[config.mk]
export PLATFORM = sky130hd
export DESIGN_NAME = paged_addr_xlat
export DESIGN_NICKNAME = d
export VERILOG_FILES = /design/src/rtl/pax_pkg.sv /design/src/rtl/pax_ptr_file.sv /design/src/rtl/pax_align_chk.sv /design/src/rtl/pax_addr_form.sv /design/src/rtl/paged_addr_xlat.sv
export SDC_FILE = /design/constraint.sdc
export NUM_CORES = 1
export LEC_CHECK = 0
export BUFFER_PORTS_ARGS = -buffer_cell sky130_fd_sc_hd__buf_2
export CORE_UTILIZATION = 40
export DETAILED_ROUTE_END_ITERATION = 6
export PLACE_DENSITY = 0.76
export SETUP_SLACK_MARGIN = 0.3
export SLEW_MARGIN = 20
export SYNTH_ARGS = -nofsm -noshare
export SYNTH_HDL_FRONTEND = slang
export SYNTH_SLANG_ARGS = --single-unit
[constraint.sdc]
create_clock -name clk -period 1.55 [get_ports clk]
set_clock_uncertainty 0.2 [all_clocks]
set_input_delay 0.31 -clock clk [delete_from_list [all_inputs] [get_ports clk]]
set_output_delay 0.31 -clock clk [all_outputs]
set_load 0.05 [all_outputs]
[src/rtl/pax_pkg.sv]
package pax_pkg;
  localparam int LA_W  = 16;
  localparam int NPTR  = 4;
  localparam int SEL_W = $clog2(NPTR);
  localparam int OFS_W = LA_W - SEL_W;

  typedef enum logic {
    ACC_BYTE = 1'b0,
    ACC_WORD = 1'b1
  } acc_size_e;
endpackage

[src/rtl/pax_ptr_file.sv]
module pax_ptr_file
  import pax_pkg::*;
#(
  parameter int PAGE_W = 10
) (
  input  logic              clk,
  input  logic              rst,
  input  logic              wr_en,
  input  logic [SEL_W-1:0]  wr_idx,
  input  logic [PAGE_W-1:0] wr_data,
  input  logic [SEL_W-1:0]  rd_idx,
  output logic [PAGE_W-1:0] rd_page
);
  logic [PAGE_W-1:0] page_q [NPTR];

  for (genvar g = 0; g < NPTR; g++) begin : g_ptr
    localparam logic [PAGE_W-1:0] INIT = PAGE_W'(g);
    always_ff @(posedge clk) begin
      if (rst) begin
        page_q[g] <= INIT;
      end else if (wr_en && (wr_idx == SEL_W'(g))) begin
        page_q[g] <= wr_data;
      end
    end

    // a write lands in the addressed pointer only
    a_r7_ptr_write: assert property (@(posedge clk) disable iff (rst)
      (!$past(rst) && $past(wr_en) && ($past(wr_idx) == SEL_W'(g)))
        |-> (page_q[g] == $past(wr_data)));
    a_r7_ptr_keep: assert property (@(posedge clk) disable iff (rst)
      (!$past(rst) && !($past(wr_en) && ($past(wr_idx) == SEL_W'(g))))
        |-> $stable(page_q[g]));
  end

  assign rd_page = page_q[rd_idx];
endmodule

[src/rtl/pax_align_chk.sv]
module pax_align_chk
  import pax_pkg::*;
(
  input  logic      req_valid,
  input  acc_size_e req_size,
  input  logic      addr_lsb,
  output logic      accept,
  output logic      trap
);
  logic misaligned;

  always_comb begin
    misaligned = (req_size == ACC_WORD) && addr_lsb;
    trap       = req_valid && misaligned;
    accept     = req_valid && !misaligned;
  end
endmodule

[src/rtl/pax_addr_form.sv]
module pax_addr_form
  import pax_pkg::*;
#(
  parameter int PAGE_W = 10,
  localparam int PA_W  = PAGE_W + OFS_W
) (
  input  logic [PAGE_W-1:0] ptr_page,
  input  logic              ovr_en,
  input  logic [PAGE_W-1:0] ovr_page,
  input  logic [OFS_W-1:0]  offset,
  output logic [PA_W-1:0]   phys
);
  logic [PAGE_W-1:0] page_sel;

  always_comb begin
    page_sel = ovr_en ? ovr_page : ptr_page;
    phys     = {page_sel, offset};
  end
endmodule

[src/rtl/paged_addr_xlat.sv]
module paged_addr_xlat
  import pax_pkg::*;
#(
  parameter int PAGE_W = 10,
  localparam int PA_W  = PAGE_W + OFS_W
) (
  input  logic              clk,
  input  logic              rst,
  input  logic              ptr_wr_en,
  input  logic [SEL_W-1:0]  ptr_wr_idx,
  input  logic [PAGE_W-1:0] ptr_wr_data,
  input  logic              req_valid,
  input  logic [LA_W-1:0]   req_addr,
  input  logic              req_word,
  input  logic              req_ovr_en,
  input  logic [PAGE_W-1:0] req_ovr_page,
  output logic [PA_W-1:0]   phys_addr,
  output logic              phys_valid,
  output logic              align_trap
);
  logic [PAGE_W-1:0] ptr_page;
  logic [PA_W-1:0]   phys_next;
  logic              accept;
  logic              trap;
  acc_size_e         req_size;

  assign req_size = req_word ? ACC_WORD : ACC_BYTE;

  pax_ptr_file #(.PAGE_W(PAGE_W)) u_ptrs (
    .clk     (clk),
    .rst     (rst),
    .wr_en   (ptr_wr_en),
    .wr_idx  (ptr_wr_idx),
    .wr_data (ptr_wr_data),
    .rd_idx  (req_addr[LA_W-1 -: SEL_W]),
    .rd_page (ptr_page)
  );

  pax_align_chk u_align (
    .req_valid (req_valid),
    .req_size  (req_size),
    .addr_lsb  (req_addr[0]),
    .accept    (accept),
    .trap      (trap)
  );

  pax_addr_form #(.PAGE_W(PAGE_W)) u_form (
    .ptr_page (ptr_page),
    .ovr_en   (req_ovr_en),
    .ovr_page (req_ovr_page),
    .offset   (req_addr[OFS_W-1:0]),
    .phys     (phys_next)
  );

  always_ff @(posedge clk) begin
    if (rst) begin
      phys_addr  <= '0;
      phys_valid <= 1'b0;
      align_trap <= 1'b0;
    end else begin
      phys_valid <= accept;
      align_trap <= trap;
      if (accept) begin
        phys_addr <= phys_next;
      end
    end
  end

  // trap and valid never together
  a_r4_exclusive: assert property (@(posedge clk) disable iff (rst)
    !(align_trap && phys_valid));
  // a trap only follows a word request at an odd address
  a_r4_trap_cause: assert property (@(posedge clk) disable iff (rst)
    align_trap |-> $past(req_valid && req_word && req_addr[0]));
  // byte requests and even word requests are always translated
  a_r5_accepted: assert property (@(posedge clk) disable iff (rst)
    (!$past(rst) && $past(req_valid) && !$past(req_word && req_addr[0]))
      |-> phys_valid);
  // the offset passes through unchanged
  a_r2_offset: assert property (@(posedge clk) disable iff (rst)
    phys_valid |-> (phys_addr[OFS_W-1:0] == $past(req_addr[OFS_W-1:0])));
  // an override supplies the page field
  a_r6_override: assert property (@(posedge clk) disable iff (rst)
    (phys_valid && $past(req_ovr_en))
      |-> (phys_addr[PA_W-1:OFS_W] == $past(req_ovr_page)));
  // no request, no strobes
  a_r8_idle: assert property (@(posedge clk) disable iff (rst)
    (!$past(rst) && !$past(req_valid)) |-> (!phys_valid && !align_trap));
  // the address holds while no translation is reported
  a_r8_hold: assert property (@(posedge clk) disable iff (rst)
    !phys_valid |-> $stable(phys_addr));
endmodule

* After elaboration in Yosys (flattened, before gate mapping)
Memories as Yosys holds them, arrays and structs flattened. Index checks and enable logic that the tools add are counted.
Cells by class: add/sub/neg operators 0, shift-type cells 0, reduce and logical (&&, ||, !) cells 9, div/mod/pow operators 0, $lt $le $gt $ge 0, mux-type cells 20, equal/unequal tests 3, multiply operators 0, bitwise logic cells 4
Operators with widths (count):
- $mux 10 | 5
- $mux 1 | 15
- $logic_and 1x1->1 | 7
- $eq 2x2->1 const B | 2
- $or 1x1->1 | 4
- $eq 2x1->1 const B | 1
- $logic_not 2->1 | 1
- $logic_not 1->1 | 1
Word-level totals: word-level logic and storage cells 40, bits in writable memories 40, register bits after elaboration 26, memory bits (read-only) 0, latch bits 0, memories 1
Memory list:
- u_ptrs.page_q | depth 4, bits a word 10, rd ports 1, clocked after memory_dff 0, write ports 4, RTL line pax_ptr_file.sv:14 | logic [PAGE_W-1:0] page_q [NPTR];

* Depth between registers and ports, before layout
word-level depth 6, gate-level depth with buffers 4, gate-level depth less buffers 3

* Modules after synthesis
A second synthesis with hierarchy kept.
Second synthesis, totals: cells, all modules 227, area, all modules 3007.9 sq um
By module, submodules not included:
- pax_ptr_file | seq. area each 1201.2 sq um, instances 1, cells each 118, area an instance 1794.2 sq um
- paged_addr_xlat | seq. area each 520.5 sq um, instances 1, cells each 82, area an instance 929.6 sq um
- pax_addr_form | seq. area each 0.0 sq um, instances 1, cells each 25, area an instance 266.5 sq um
- pax_align_chk | seq. area each 0.0 sq um, instances 1, cells each 2, area an instance 17.5 sq um

* Worst setup path after synthesis
No wires, ideal clock.
kind input-to-reg, start point input req_addr[14], end point register phys_addr[17], path buffers 1, required time 1.212 ns, cell stages on the path 4, path slack -0.005 ns, arrival 1.218 ns, cells stage by stage buf_2 mux2_1 a222oi_1 a211oi_1
Between the ends: word-level cells in the longest chain between the ends 2
Ends and longest elaborated chain:
- start: declaration | RTL line paged_addr_xlat.sv:13 | input logic [LA_W-1:0] req_addr,
- $mem_v2 4x10
- $mux 10 | RTL line pax_addr_form.sv:16 | page_sel = ovr_en ? ovr_page : ptr_page;
- end signal: assignment | RTL line paged_addr_xlat.sv:64 | phys_addr <= phys_next;
- end: declaration | RTL line paged_addr_xlat.sv:17 | output logic [PA_W-1:0] phys_addr,
No other way between the ends. A chain may end at the register's enable or synchronous reset.

* Worst setup path after layout
start point memory u_ptrs.page_q[0][2], end point register phys_addr[16]
Between the ends: word-level cells in the longest chain between the ends 2
Ends and longest elaborated chain (RTL line):
- start: declaration | pax_ptr_file.sv:14
- $mem_v2 4x10
- $mux 10 | pax_addr_form.sv:16
No other way between the ends.

==> flow_summary.toml <==
[global_routing]
grt_start_max_net_pins = 28
overflow = 0
grt_use_total_pct = 17.21
grt_pass1_wl_mm = 9.639
grt_antenna_before_repair = 0
grt_pass1_vias = 2051

[placement]
numPortBuffers = 69
place_hpwl_mm = 4.268
postPlaceCellArea_sq_mm = 0.003398
dp_slack_ns = -0.1326
gpl.final_weighted_congestion = 0.7108

[setup_path]
critPathLaunchType = "register"
crit_arrival_ns = 1.40
crit_type = "reg -> reg"
endpoint_kind = "register"
crit_fanout = 1
required_ns = 1.56

[status]
status = "finished clean"

[drt]
viasPerCell = 4.827
firstDrtPassIters = 4
antenna_left = 0
routedWlPerCell_microns = 14.50
dr_total_vias = 2042
drc_errors = 0
wl_mm = 6.134
drt_iter0_markers = 108

[yosys]
synth_edf_count = 40
synth_cells = 228
ys_seq_area_share_pct = 61.05
ys_warn_count = 0
synth_top_area_cell = "edfxtp_1"
synth_fp_nets = 272
synth_flop_cell = "edfxtp_1"
synth.avg_cell_area_sq_um = 12.37
syn_area_sq_mm = 0.002820
synthArstFlopShare_pct = 0
ys_ff_latch = 66
synth_cell_type_count = 22
yosys.area.top_type_share_pct = 42.59
synth.area.top_cells = "edfxtp_1 (43%), dfxtp_1 (18%), and2_1 (8.0%), mux2_1 (8.0%), nand2_1 (3.6%)"

[timing]
finalMaxSlewViolations = 0
relSlewSlack_pct = 57.99
finalSetupViolCount = 0
rsz0062_at_grt = "true"
finalSetupTns_ns = 0
hold_slack_ns = 0.005074
fin_crit_sh_pct = 89.72
tightest_slew_ns = 0.6278
final-hold-violation-count = 0
fin_ws_ns = 0.1594
max_freq_mhz = 719.1
timing.final.crit_period_ns = 1.391

[cells_and_area]
antenna_cells = 0
multiInputGateArea_sq_mm = 0.001110
layout_commonest_cell = "buf_2"
layout_common_cells = "buf_2 (43), edfxtp_1 (40), and2_1 (36), nand2_1 (27), dfxtp_2 (26)"
finish.net_count = 366
final-seq-area_sq_mm = 0.001754
area_delta_synth_final_pct = 42.50
drive_gt1_share_pct = 47.40
nFillCells = 533
fin_area_sq_mm = 0.004019

[floorplan]
io_pins = 70
rows = 30
die_area_sq_mm = 0.007390
start_util_pct = 41.51
design.core.area_sq_mm = 0.006794
die_h_microns = 85.97
dieWidth_microns = 85.97

[power_and_ir_drop]
fin_total_pwr_mw = 4.099
p_leak_nw = 1.645
peakVddDrop_v = 0.0004061
p_per_area_mw_per_mm2 = 1020

[clock_tree]
numCtsBuffers = 9
cts_root_buf = "clkbuf_8"
cts_tree = "yes"
cts.sinks = 66
h-tree-depth = 3
insertion_delay_ns = 0.34
clockBufferDepth = 2
path_clk_slew_ns = 0.07

[hold_path]
hold_path.class = "in -> reg"

[flow_run]
max-cap-violations = 0
-- routing by layer --
metal	track usage (%)	up-vias	share of wire (%)
li1	-	1018	-
met1	20.36	953	43
met2	29.22	55	52
met3	4.716	16	3.1
met4	7.727	0	2.4
met5	0	-	0
-- final cells by class --
cell class / count / share of cell area (%)
Sequential cell: 66 / 43.65
Multi-Input combinational cell: 148 / 27.62
Timing Repair Buffer: 94 / 20.83
Clock buffer: 14 / 4.328
Tap cell: 96 / 2.989
Inverter: 3 / 0.3425
Clock inverter: 2 / 0.2491
-- metrics by stage --
| step | utilization [%] | cells |
|---|---|---|
| 6_report | 59.15 | 423 |
| 5_1_grt | 59.15 | 423 |
| 4_1_cts | 57.64 | 418 |
| 3_5_place_dp | 50.02 | 392 |
| 3_3_place_gp | 50.02 | 392 |
| 2_1_floorplan | - | 228 |
-- path summary, 6_finish.rpt --
kind	from	end	slack, ns	cells after the start
setup / recovery	u_ptrs.page_q[0][2]	phys_addr[16]	0.16	3
hold / removal	req_addr[4]	phys_addr[4]	0.005	3
setup reg to reg	u_ptrs.page_q[0][2]	phys_addr[16]	0.16	3
hold reg to reg	phys_addr[11]	phys_addr[11]	0.27	2
-- critical path, stage by stage (launching register included) --
cell and delay, ns:
edfxtp_1 0.37, mux2_4 0.27, a222oi_1 0.29, a211oi_1 0.13
-- report_power, final --
part	internal [mW]	switching, mW	total, mW	leakage [nW]
clock	0.718	0.613	1.33	0.0956
combinational	0.341	0.373	0.714	0.932
sequential	1.99	0.0602	2.05	0.617
-- registers in the layout, indices dropped and copies added (netlist names) --
register       flops
align_trap         1
u_ptrs.page_q     40
phys_valid         1
phys_addr         24
-- synth_stat cells (2+ instances only) --
cell type and n:
edfxtp_1 40, and2_1 36, nand2_1 27, dfxtp_1 26, mux2_1 20, a21oi_1 15
nor2_1 12, a211oi_1 10, a222oi_1 10, buf_2 6, nand2b_1 5, a31o_1 4
clkbuf_1 4, nor4b_4 3, inv_2 2, nor2b_1 2
-- kinds of logic after synthesis --
logic type / Yosys count / share of synthesized area (%)
AO/OA/AOI/OAI: 41 / 10.87
buffers and inverters: 14 / 2.129
multiplexers: 20 / 7.986
AND/OR/NAND/NOR: 87 / 17.97
flip-flops: 66 / 61.05
-- repair_timing --
item,4_1_cts,5_1_grt
hold buffers,7,0
pin swaps,12,4
buffers inserted,3,5
resized for setup,89,19
setup endpoints to repair,36,36
hold endpoints to repair,7,0
Power figures use the tool's default switching activity.
